### config.mk
export PLATFORM = sky130hd
export DESIGN_NAME = fault_guard
export DESIGN_NICKNAME = d
export VERILOG_FILES = /design/src/rtl/fault_guard_pkg.sv /design/src/rtl/fault_deglitch.sv /design/src/rtl/fault_hiccup.sv /design/src/rtl/fault_events.sv /design/src/rtl/fault_guard.sv
export SDC_FILE = /design/constraint.sdc
export NUM_CORES = 1
export LEC_CHECK = 0
export ABC_CLOCK_PERIOD_IN_PS = 2800
export BUFFER_PORTS_ARGS = -buffer_cell sky130_fd_sc_hd__buf_4
export CAP_MARGIN = 30
export CORE_MARGIN = 2
export CORE_UTILIZATION = 50
export DETAILED_ROUTE_END_ITERATION = 16
export PLACE_DENSITY = 0.7
export SKIP_LAST_GASP = 1
export SYNTH_ARGS = -nofsm -noshare
export SYNTH_HDL_FRONTEND = slang
export SYNTH_SLANG_ARGS = --single-unit
### constraint.sdc
create_clock -name clk_i -period 2.8 [get_ports clk_i]
set_clock_uncertainty 0.2 [all_clocks]
set_input_delay 0.42 -clock clk_i [delete_from_list [all_inputs] [get_ports clk_i]]
set_output_delay 0.42 -clock clk_i [all_outputs]
set_load 0.01 [all_outputs]
### src/rtl/fault_guard_pkg.sv
package fault_guard_pkg;
  localparam int unsigned NFLT = 10;

  typedef enum logic [3:0] {
    F_BUS_OV  = 4'd0,
    F_BUS_OC  = 4'd1,
    F_BAT_OC  = 4'd2,
    F_DROP_OV = 4'd3,
    F_BAT_OV  = 4'd4,
    F_OUT_OV  = 4'd5,
    F_REV     = 4'd6,
    F_SHORT   = 4'd7,
    F_TS_BUS  = 4'd8,
    F_TS_BAT  = 4'd9
  } fault_e;

  typedef logic [NFLT-1:0] fault_vec_t;
endpackage

### src/rtl/fault_deglitch.sv
module fault_deglitch #(
  parameter int unsigned CNT_W = 20
) (
  input  logic             clk_i,
  input  logic             rst_ni,
  input  logic             tick_i,
  input  logic             raw_i,
  input  logic             hold_i,
  input  logic [CNT_W-1:0] limit_i,
  output logic             qual_o
);
  logic [CNT_W-1:0] cnt_q;

  always_ff @(posedge clk_i or negedge rst_ni) begin
    if (!rst_ni) begin
      cnt_q <= '0;
    end else if (!raw_i || hold_i) begin
      cnt_q <= '0;
    end else if (tick_i && (cnt_q < limit_i)) begin
      cnt_q <= cnt_q + 1'b1;
    end
  end

  assign qual_o = raw_i && !hold_i && (cnt_q >= limit_i);
endmodule

### src/rtl/fault_hiccup.sv
module fault_hiccup #(
  parameter int unsigned WAIT_TICKS  = 200000,
  parameter int unsigned QUIET_TICKS = 800000,
  parameter int unsigned TRIP_W      = 3
) (
  input  logic              clk_i,
  input  logic              rst_ni,
  input  logic              tick_i,
  input  logic              trip_i,
  input  logic              abort_i,
  output logic              wait_o,
  output logic              retry_o,
  output logic [TRIP_W-1:0] trip_cnt_o
);
  localparam int unsigned WAIT_W  = $clog2(WAIT_TICKS + 1);
  localparam int unsigned QUIET_W = $clog2(QUIET_TICKS + 1);
  localparam logic [WAIT_W-1:0]  WAIT_LAST  = WAIT_W'(WAIT_TICKS - 1);
  localparam logic [QUIET_W-1:0] QUIET_LAST = QUIET_W'(QUIET_TICKS - 1);

  logic               wait_q;
  logic [WAIT_W-1:0]  wcnt_q;
  logic [QUIET_W-1:0] qcnt_q;
  logic [TRIP_W-1:0]  trips_q;

  assign retry_o = wait_q && tick_i && !abort_i && (wcnt_q == WAIT_LAST);

  always_ff @(posedge clk_i or negedge rst_ni) begin
    if (!rst_ni) begin
      wait_q <= 1'b0;
      wcnt_q <= '0;
    end else if (abort_i) begin
      wait_q <= 1'b0;
      wcnt_q <= '0;
    end else if (trip_i) begin
      wait_q <= 1'b1;
      wcnt_q <= '0;
    end else if (retry_o) begin
      wait_q <= 1'b0;
      wcnt_q <= '0;
    end else if (wait_q && tick_i) begin
      wcnt_q <= wcnt_q + 1'b1;
    end
  end

  // quiet window restarts on every trip; expiry forgets the history
  always_ff @(posedge clk_i or negedge rst_ni) begin
    if (!rst_ni) begin
      qcnt_q  <= '0;
      trips_q <= '0;
    end else if (trip_i) begin
      qcnt_q  <= '0;
      if (trips_q != {TRIP_W{1'b1}}) trips_q <= trips_q + 1'b1;
    end else if (tick_i && (trips_q != '0)) begin
      if (qcnt_q == QUIET_LAST) begin
        qcnt_q  <= '0;
        trips_q <= '0;
      end else begin
        qcnt_q <= qcnt_q + 1'b1;
      end
    end
  end

  assign wait_o     = wait_q;
  assign trip_cnt_o = trips_q;
endmodule

### src/rtl/fault_events.sv
module fault_events #(
  parameter int unsigned N = 10
) (
  input  logic         clk_i,
  input  logic         rst_ni,
  input  logic [N-1:0] set_i,
  input  logic [N-1:0] clr_i,
  input  logic [N-1:0] mask_i,
  output logic [N-1:0] evt_o,
  output logic         irq_o
);
  logic [N-1:0] evt_q;

  always_ff @(posedge clk_i or negedge rst_ni) begin
    if (!rst_ni) evt_q <= '0;
    else         evt_q <= (evt_q & ~clr_i) | set_i;
  end

  assign evt_o = evt_q;
  assign irq_o = |(evt_q & ~mask_i);
endmodule

### src/rtl/fault_guard.sv
module fault_guard
  import fault_guard_pkg::*;
#(
  parameter int unsigned DG_BOV_S  = 16,
  parameter int unsigned DG_BOV_L  = 256,
  parameter int unsigned DG_BOC    = 16,
  parameter int unsigned DG_BAT_OC = 1024,
  parameter int unsigned DG_MID    = 128,
  parameter int unsigned DG_REV    = 16,
  parameter int unsigned DG_SC     = 4,
  parameter int unsigned DG_TS     = 200000,
  parameter int unsigned HIC_WAIT  = 200000,
  parameter int unsigned HIC_RST   = 800000,
  parameter int unsigned TRIP_W    = 3
) (
  input  logic              clk_i,
  input  logic              rst_ni,
  input  logic              tick_i,
  input  logic              bus_ov_i,
  input  logic              bus_oc_i,
  input  logic              bat_oc_i,
  input  logic              drop_ov_i,
  input  logic              bat_ov_i,
  input  logic              out_ov_i,
  input  logic              rev_cur_i,
  input  logic              short_i,
  input  logic              ts_bus_i,
  input  logic              ts_bat_i,
  input  logic              ov_long_i,
  input  logic              hiccup_en_i,
  input  logic              host_en_i,
  input  logic [9:0]        evt_clr_i,
  input  logic [9:0]        evt_mask_i,
  output logic              sw_en_o,
  output logic [9:0]        evt_o,
  output logic              irq_o,
  output logic [TRIP_W-1:0] trip_cnt_o
);
  localparam int unsigned DG_W = $clog2(DG_BOV_S + DG_BOV_L + DG_BOC + DG_BAT_OC
                                        + DG_MID + DG_REV + DG_SC + DG_TS + 1);

  fault_vec_t raw, qual, qual_q, rise, latch_sel;
  logic hic_wait, hic_retry, hic_trip, any_latch, en_q;

  assign raw = {ts_bat_i, ts_bus_i, short_i, rev_cur_i, out_ov_i,
                bat_ov_i, drop_ov_i, bat_oc_i, bus_oc_i, bus_ov_i};

  for (genvar g = 0; g < NFLT; g++) begin : g_dg
    localparam int unsigned LIM =
      (g == int'(F_BUS_OC))  ? DG_BOC    :
      (g == int'(F_BAT_OC))  ? DG_BAT_OC :
      (g == int'(F_REV))     ? DG_REV    :
      (g == int'(F_SHORT))   ? DG_SC     :
      (g >= int'(F_TS_BUS))  ? DG_TS     : DG_MID;
    logic [DG_W-1:0] lim;
    logic            hold;

    if (g == int'(F_BUS_OV)) begin : g_sel
      assign lim = ov_long_i ? DG_W'(DG_BOV_L) : DG_W'(DG_BOV_S);
    end else begin : g_fix
      assign lim = DG_W'(LIM);
    end

    if (g == int'(F_BUS_OC)) begin : g_hold
      assign hold = hic_wait;
    end else begin : g_free
      assign hold = 1'b0;
    end

    fault_deglitch #(.CNT_W(DG_W)) u_dg (
      .clk_i  (clk_i),
      .rst_ni (rst_ni),
      .tick_i (tick_i),
      .raw_i  (raw[g]),
      .hold_i (hold),
      .limit_i(lim),
      .qual_o (qual[g])
    );
  end

  always_ff @(posedge clk_i or negedge rst_ni) begin
    if (!rst_ni) qual_q <= '0;
    else         qual_q <= qual;
  end

  assign rise      = qual & ~qual_q;
  assign latch_sel = hiccup_en_i ? ~(fault_vec_t'(1) << F_BUS_OC) : '1;
  assign any_latch = |(qual & latch_sel);
  assign hic_trip  = hiccup_en_i && rise[F_BUS_OC];

  fault_hiccup #(
    .WAIT_TICKS (HIC_WAIT),
    .QUIET_TICKS(HIC_RST),
    .TRIP_W     (TRIP_W)
  ) u_hic (
    .clk_i     (clk_i),
    .rst_ni    (rst_ni),
    .tick_i    (tick_i),
    .trip_i    (hic_trip),
    .abort_i   (any_latch),
    .wait_o    (hic_wait),
    .retry_o   (hic_retry),
    .trip_cnt_o(trip_cnt_o)
  );

  always_ff @(posedge clk_i or negedge rst_ni) begin
    if (!rst_ni)                                   en_q <= 1'b0;
    else if (any_latch || hic_trip)                en_q <= 1'b0;
    else if (hic_retry)                            en_q <= 1'b1;
    else if (host_en_i && !(|qual) && !hic_wait)   en_q <= 1'b1;
  end

  fault_events #(.N(NFLT)) u_evt (
    .clk_i (clk_i),
    .rst_ni(rst_ni),
    .set_i (rise),
    .clr_i (evt_clr_i),
    .mask_i(evt_mask_i),
    .evt_o (evt_o),
    .irq_o (irq_o)
  );

  assign sw_en_o = en_q;
endmodule

==> impl_results.html <==
<table>
<tr><th>Metric</th><th>Value</th></tr>
<tr><th colspan="2">Worst hold path</th></tr>
<tr><td>Worst Hold Depth</td><td>2</td></tr>
<tr><td>Path type of the worst min-delay path</td><td>in -&gt; reg</td></tr>
<tr><th colspan="2">Cells and area</th></tr>
<tr><td>Area growth syn-to-layout</td><td>21.1%</td></tr>
<tr><td>Count of nets after finishing</td><td>1,326</td></tr>
<tr><td>Post-layout utilization of the core</td><td>0.615</td></tr>
<tr><td>Combined area of the multi-input logic cells</td><td>5070 um^2</td></tr>
<tr><td>Fill cell count</td><td>1,825</td></tr>
<tr><td>Sequential standard cell area</td><td>6080 um^2</td></tr>
<tr><td>Antenna diode count</td><td>0</td></tr>
<tr><td>Share of cells above drive strength 1</td><td>0.168</td></tr>
<tr><th colspan="2">Timing</th></tr>
<tr><td>Remaining max-slew budget at the tightest pin</td><td>0.618</td></tr>
<tr><td>Period Utilization, post-route</td><td>1.09</td></tr>
<tr><td>Final worst hold slack</td><td>19.4 ps</td></tr>
<tr><td>Fmax</td><td>327 MHz</td></tr>
<tr><td>Summed negative setup slack over all endpoints</td><td>-3830 ps</td></tr>
<tr><td>RSZ-0062 raised after global routing</td><td>yes</td></tr>
<tr><td>Final critical-path setup slack</td><td>-259 ps</td></tr>
<tr><td>Hold Fails Final Rpt</td><td>0</td></tr>
<tr><td>Actual transition at the worst max-transition pin</td><td>573 ps</td></tr>
<tr><td>Total setup violations reported at the end of the flow</td><td>19</td></tr>
<tr><td>Post-route minimum period</td><td>3060 ps</td></tr>
<tr><td>Count of pins over their slew limit</td><td>0</td></tr>
<tr><th colspan="2">Synthesis</th></tr>
<tr><td>Register bit count reported by yosys</td><td>243</td></tr>
<tr><td>Syn_nets</td><td>1,181</td></tr>
<tr><td>Unique cell type count in the Yosys netlist</td><td>61</td></tr>
<tr><td>Synth top area share</td><td>0.532</td></tr>
<tr><td>Cell type with the largest total area after synthesis</td><td>sky130_fd_sc_hd__dfrtp_1</td></tr>
<tr><td>List of most frequent post-synthesis cells</td><td>sky130_fd_sc_hd__dfrtp_1 (243), sky130_fd_sc_hd__and2_1 (97), sky130_fd_sc_hd__nor2_1 (80)</td></tr>
<tr><td>Top_reg_cell synth</td><td>sky130_fd_sc_hd__dfrtp_1</td></tr>
<tr><td>Post-Syn Area</td><td>11,400 um^2</td></tr>
<tr><td>Part of the Yosys area used for sequential elements</td><td>0.532</td></tr>
<tr><td>Share of async-settable or async-resettable flops after synthesis</td><td>1.00</td></tr>
<tr><td>Avg Synthesized Cell Area</td><td>10.2 um^2</td></tr>
<tr><td>Leading post-synthesis cells by cell area</td><td>sky130_fd_sc_hd__dfrtp_1 (53%), sky130_fd_sc_hd__and2_1 (5.3%), sky130_fd_sc_hd__xnor2_1 (3.5%)</td></tr>
<tr><td>Number of warning messages in the yosys log</td><td>0</td></tr>
<tr><td>Gate Count Post-Synth</td><td>1,118</td></tr>
<tr><td>Number of flops mapped to enable cells by yosys</td><td>0</td></tr>
<tr><td>Most used standard cell by instance count after synthesis</td><td>sky130_fd_sc_hd__dfrtp_1</td></tr>
<tr><th colspan="2">Worst setup path</th></tr>
<tr><td>Crit path DAT</td><td>3260 ps</td></tr>
<tr><td>Endpoint required time on the critical path</td><td>3000 ps</td></tr>
<tr><td>Critical path start-end classification</td><td>reg -&gt; reg</td></tr>
<tr><td>Crit path top cell by count</td><td>sky130_fd_sc_hd__or4_4</td></tr>
<tr><td>R2R cell count</td><td>9</td></tr>
<tr><td>Ordered cell list for the critical path</td><td>or4_4, o41ai_4, nand4_1, or4_4, buf_6, o211ai_1, buf_4, or3_1, a21oi_2</td></tr>
<tr><td>Peak per-stage delay on the critical path</td><td>540 ps</td></tr>
<tr><td>Largest driver fanout on the critical path</td><td>6</td></tr>
<tr><td>Cell with the largest stage delay on the worst path</td><td>sky130_fd_sc_hd__or4_4</td></tr>
<tr><td>Critical Path Source Type</td><td>flop</td></tr>
<tr><td>Kind of end point of the critical path</td><td>flop</td></tr>
<tr><th colspan="2">Outcome</th></tr>
<tr><td>Violations in the final reports</td><td>negative setup slack</td></tr>
<tr><td>Status</td><td>finished, violations left</td></tr>
<tr><th colspan="2">Placement</th></tr>
<tr><td>Gpl congestion</td><td>0.835</td></tr>
<tr><td>Detailed-placement wirelength estimate</td><td>16,500 um</td></tr>
<tr><td>Count of input and output buffers</td><td>50</td></tr>
<tr><td>Minimum setup slack after placement</td><td>-287 ps</td></tr>
<tr><th colspan="2">Clock tree</th></tr>
<tr><td>Number of levels the H-tree was split into</td><td>1</td></tr>
<tr><td>Clock sinks</td><td>243</td></tr>
<tr><td>Worst-case clock buffer depth</td><td>3</td></tr>
<tr><td>Number of clock buffers inserted by TritonCTS</td><td>26</td></tr>
<tr><td>Root buffer cell</td><td>sky130_fd_sc_hd__clkbuf_16</td></tr>
<tr><td>Latest clock arrival within the worst-skew pair</td><td>530 ps</td></tr>
<tr><td>Clock tree from TritonCTS</td><td>done</td></tr>
<tr><td>Clk slew on worst S/H paths</td><td>70 ps</td></tr>
<tr><th colspan="2">Global route</th></tr>
<tr><td>Residual overflow from global routing</td><td>0</td></tr>
<tr><td>Number of global-route vias before repair</td><td>8,492</td></tr>
<tr><td>Largest net degree at the start of global routing</td><td>72</td></tr>
<tr><td>Total routing usage reported by global routing</td><td>0.205</td></tr>
<tr><td>First-pass GRT wire length</td><td>41,000 um</td></tr>
<tr><td>Initial antenna violation count</td><td>0</td></tr>
<tr><th colspan="2">Job</th></tr>
<tr><td>Max-cap violation count</td><td>0</td></tr>
<tr><th colspan="2">Detailed routing</th></tr>
<tr><td>Final wirelength</td><td>24,100 um</td></tr>
<tr><td>TritonRoute pass-1 iters</td><td>5</td></tr>
<tr><td>Routed vias</td><td>8,604</td></tr>
<tr><td>Average routed wire per standard cell</td><td>15.4 um</td></tr>
<tr><td>Remaining routing DRC violations</td><td>0</td></tr>
<tr><td>Drt first-iter violations</td><td>444</td></tr>
<tr><td>Number of nets with antenna violations after detailed routing</td><td>0</td></tr>
<tr><td>DR vias/cell</td><td>5.49</td></tr>
<tr><th colspan="2">Pwr</th></tr>
<tr><td>Switch share</td><td>0.222</td></tr>
<tr><td>Cell-internal power</td><td>0.00599 W</td></tr>
<tr><td>Overall power of the completed layout</td><td>0.00769 W</td></tr>
<tr><td>Combinational power share</td><td>0.058</td></tr>
<tr><td>Clock power frac</td><td>0.468</td></tr>
<tr><td>Highest ir drop seen on vdd</td><td>0.407 mV</td></tr>
<tr><td>Ratio of total power to cell area</td><td>556 nW/um^2</td></tr>
<tr><td>Leak pwr</td><td>6.50 nW</td></tr>
<tr><td>Sequential power share</td><td>0.474</td></tr>
<tr><td>Switching power</td><td>0.00171 W</td></tr>
<tr><th colspan="2">Die</th></tr>
<tr><td>Die X-Extent</td><td>155 um</td></tr>
<tr><td>Die footprint</td><td>24,100 um^2</td></tr>
<tr><td>Number of top-level design ports</td><td>51</td></tr>
<tr><td>Vertical die dimension</td><td>155 um</td></tr>
<tr><td>Initial cell density of the core</td><td>0.508</td></tr>
<tr><td>Total number of placement rows</td><td>55</td></tr>
<tr><td>Floorplan Core Area</td><td>22,500 um^2</td></tr>
</table>
## power by group through the flow
| stage | Sequential [W] | Clock (W) | Combinational [W] |
|---|---|---|---|
| 6_report | 0.00364 | 0.00360 | 0.000449 |
| 3_5_place_dp | 0.00371 | 0 | 0.000434 |
| 4_1_cts | 0.00364 | 0.00368 | 0.000456 |
| 2_1_floorplan | 0.00369 | 0 | 0.000209 |
| 5_1_grt | 0.00365 | 0.00383 | 0.000507 |
| 3_3_place_gp | 0.00370 | 0 | 0.000419 |
## metrics by stage
step / std cells / cell area (um^2)
2_1_floorplan: 1118 / 11400
3_3_place_gp: 1501 / 12700
3_5_place_dp: 1501 / 12700
4_1_cts: 1564 / 13800
5_1_grt: 1567 / 13800
6_report: 1567 / 13800
## cell usage in the layout, fill, tap and decap left out, types with 31 or more instances in the layout
| master | Yosys | routed |
|---|---|---|
| sky130_fd_sc_hd__dfrtp_1 | 243 | 243 |
| sky130_fd_sc_hd__buf_4 | 0 | 127 |
| sky130_fd_sc_hd__and2_1 | 97 | 97 |
| sky130_fd_sc_hd__nor2_1 | 80 | 78 |
| sky130_fd_sc_hd__nand2_1 | 66 | 66 |
| sky130_fd_sc_hd__inv_1 | 65 | 65 |
| sky130_fd_sc_hd__o21ai_0 | 52 | 49 |
| sky130_fd_sc_hd__xnor2_1 | 46 | 46 |
| sky130_fd_sc_hd__nand3_1 | 43 | 43 |
| sky130_fd_sc_hd__and3_1 | 34 | 34 |
| sky130_fd_sc_hd__nand4_1 | 31 | 31 |
## routing by layer
metal / vias up / global-route usage / wire (um)
li1: 4209 / - / -
met1: 4231 / 0.292 / 11400
met2: 129 / 0.330 / 11200
met3: 35 / 0.0329 / 911
met4: 0 / 0.0534 / 570
met5: - / 0 / 0
## worst max-delay path, delay by kind of cell (launching register included)
kind | cells | cell delay, ps
compound gates | 3 | 680
flops | 1 | 390
simple gates | 4 | 1320
buf+inv | 2 | 340
## path summary, 6_finish.rpt
check                      slack [ps]             startpoint                     to
min in group asynchronous         260                 rst_ni       u_hic.qcnt_q[16]
setup reg to reg                 -260  g_dg[6].u_dg.cnt_q[6]       u_hic.wcnt_q[15]
setup / recovery                 -260  g_dg[6].u_dg.cnt_q[6]       u_hic.wcnt_q[15]
hold reg to reg                   220              qual_q[8]         u_evt.evt_o[8]
max in group asynchronous        1420                 rst_ni  g_dg[0].u_dg.cnt_q[7]
hold / removal                     20               bus_ov_i  g_dg[0].u_dg.cnt_q[9]
## final cells by class
class / instances / area share
sequential: 243 / 0.439
clock inverter: 9 / 0.00940
inverter: 66 / 0.0179
timing repair buffer: 145 / 0.0846
tap: 285 / 0.0258
multi-input combinational: 781 / 0.366
clock buffer: 38 / 0.0569
## registers in the layout, indices dropped and copies added, names as in the netlist
| signal | cells |
|---|---|
| sw_en_o | 1 |
| u_hic.wait_o | 1 |
| g_dg.u_dg.cnt_q | 180 |
| u_hic.wcnt_q | 18 |
| qual_q | 10 |
| u_hic.trip_cnt_o | 3 |
| u_hic.qcnt_q | 20 |
| u_evt.evt_o | 10 |
## logic make-up after synthesis
family,share of synthesized area
adders and majority gates,0.0296
DFF,0.532
muxes,0.00537
AOI/OAI and AO/OA,0.116
xor gates and xnor gates,0.0544
and+or+nand+nor,0.230
buffers and inverters,0.0326
## repair_timing
action / 4_1_cts / 5_1_grt
resized for setup: 9 / 16
hold buffers: 12 / 0
setup endpoints to repair: 20 / 24
cloned: 2 / 0
setup buffers: 2 / 3
hold endpoints to repair: 78 / 0
pin swaps: 10 / 14
Power figures use the tool's default switching activity.
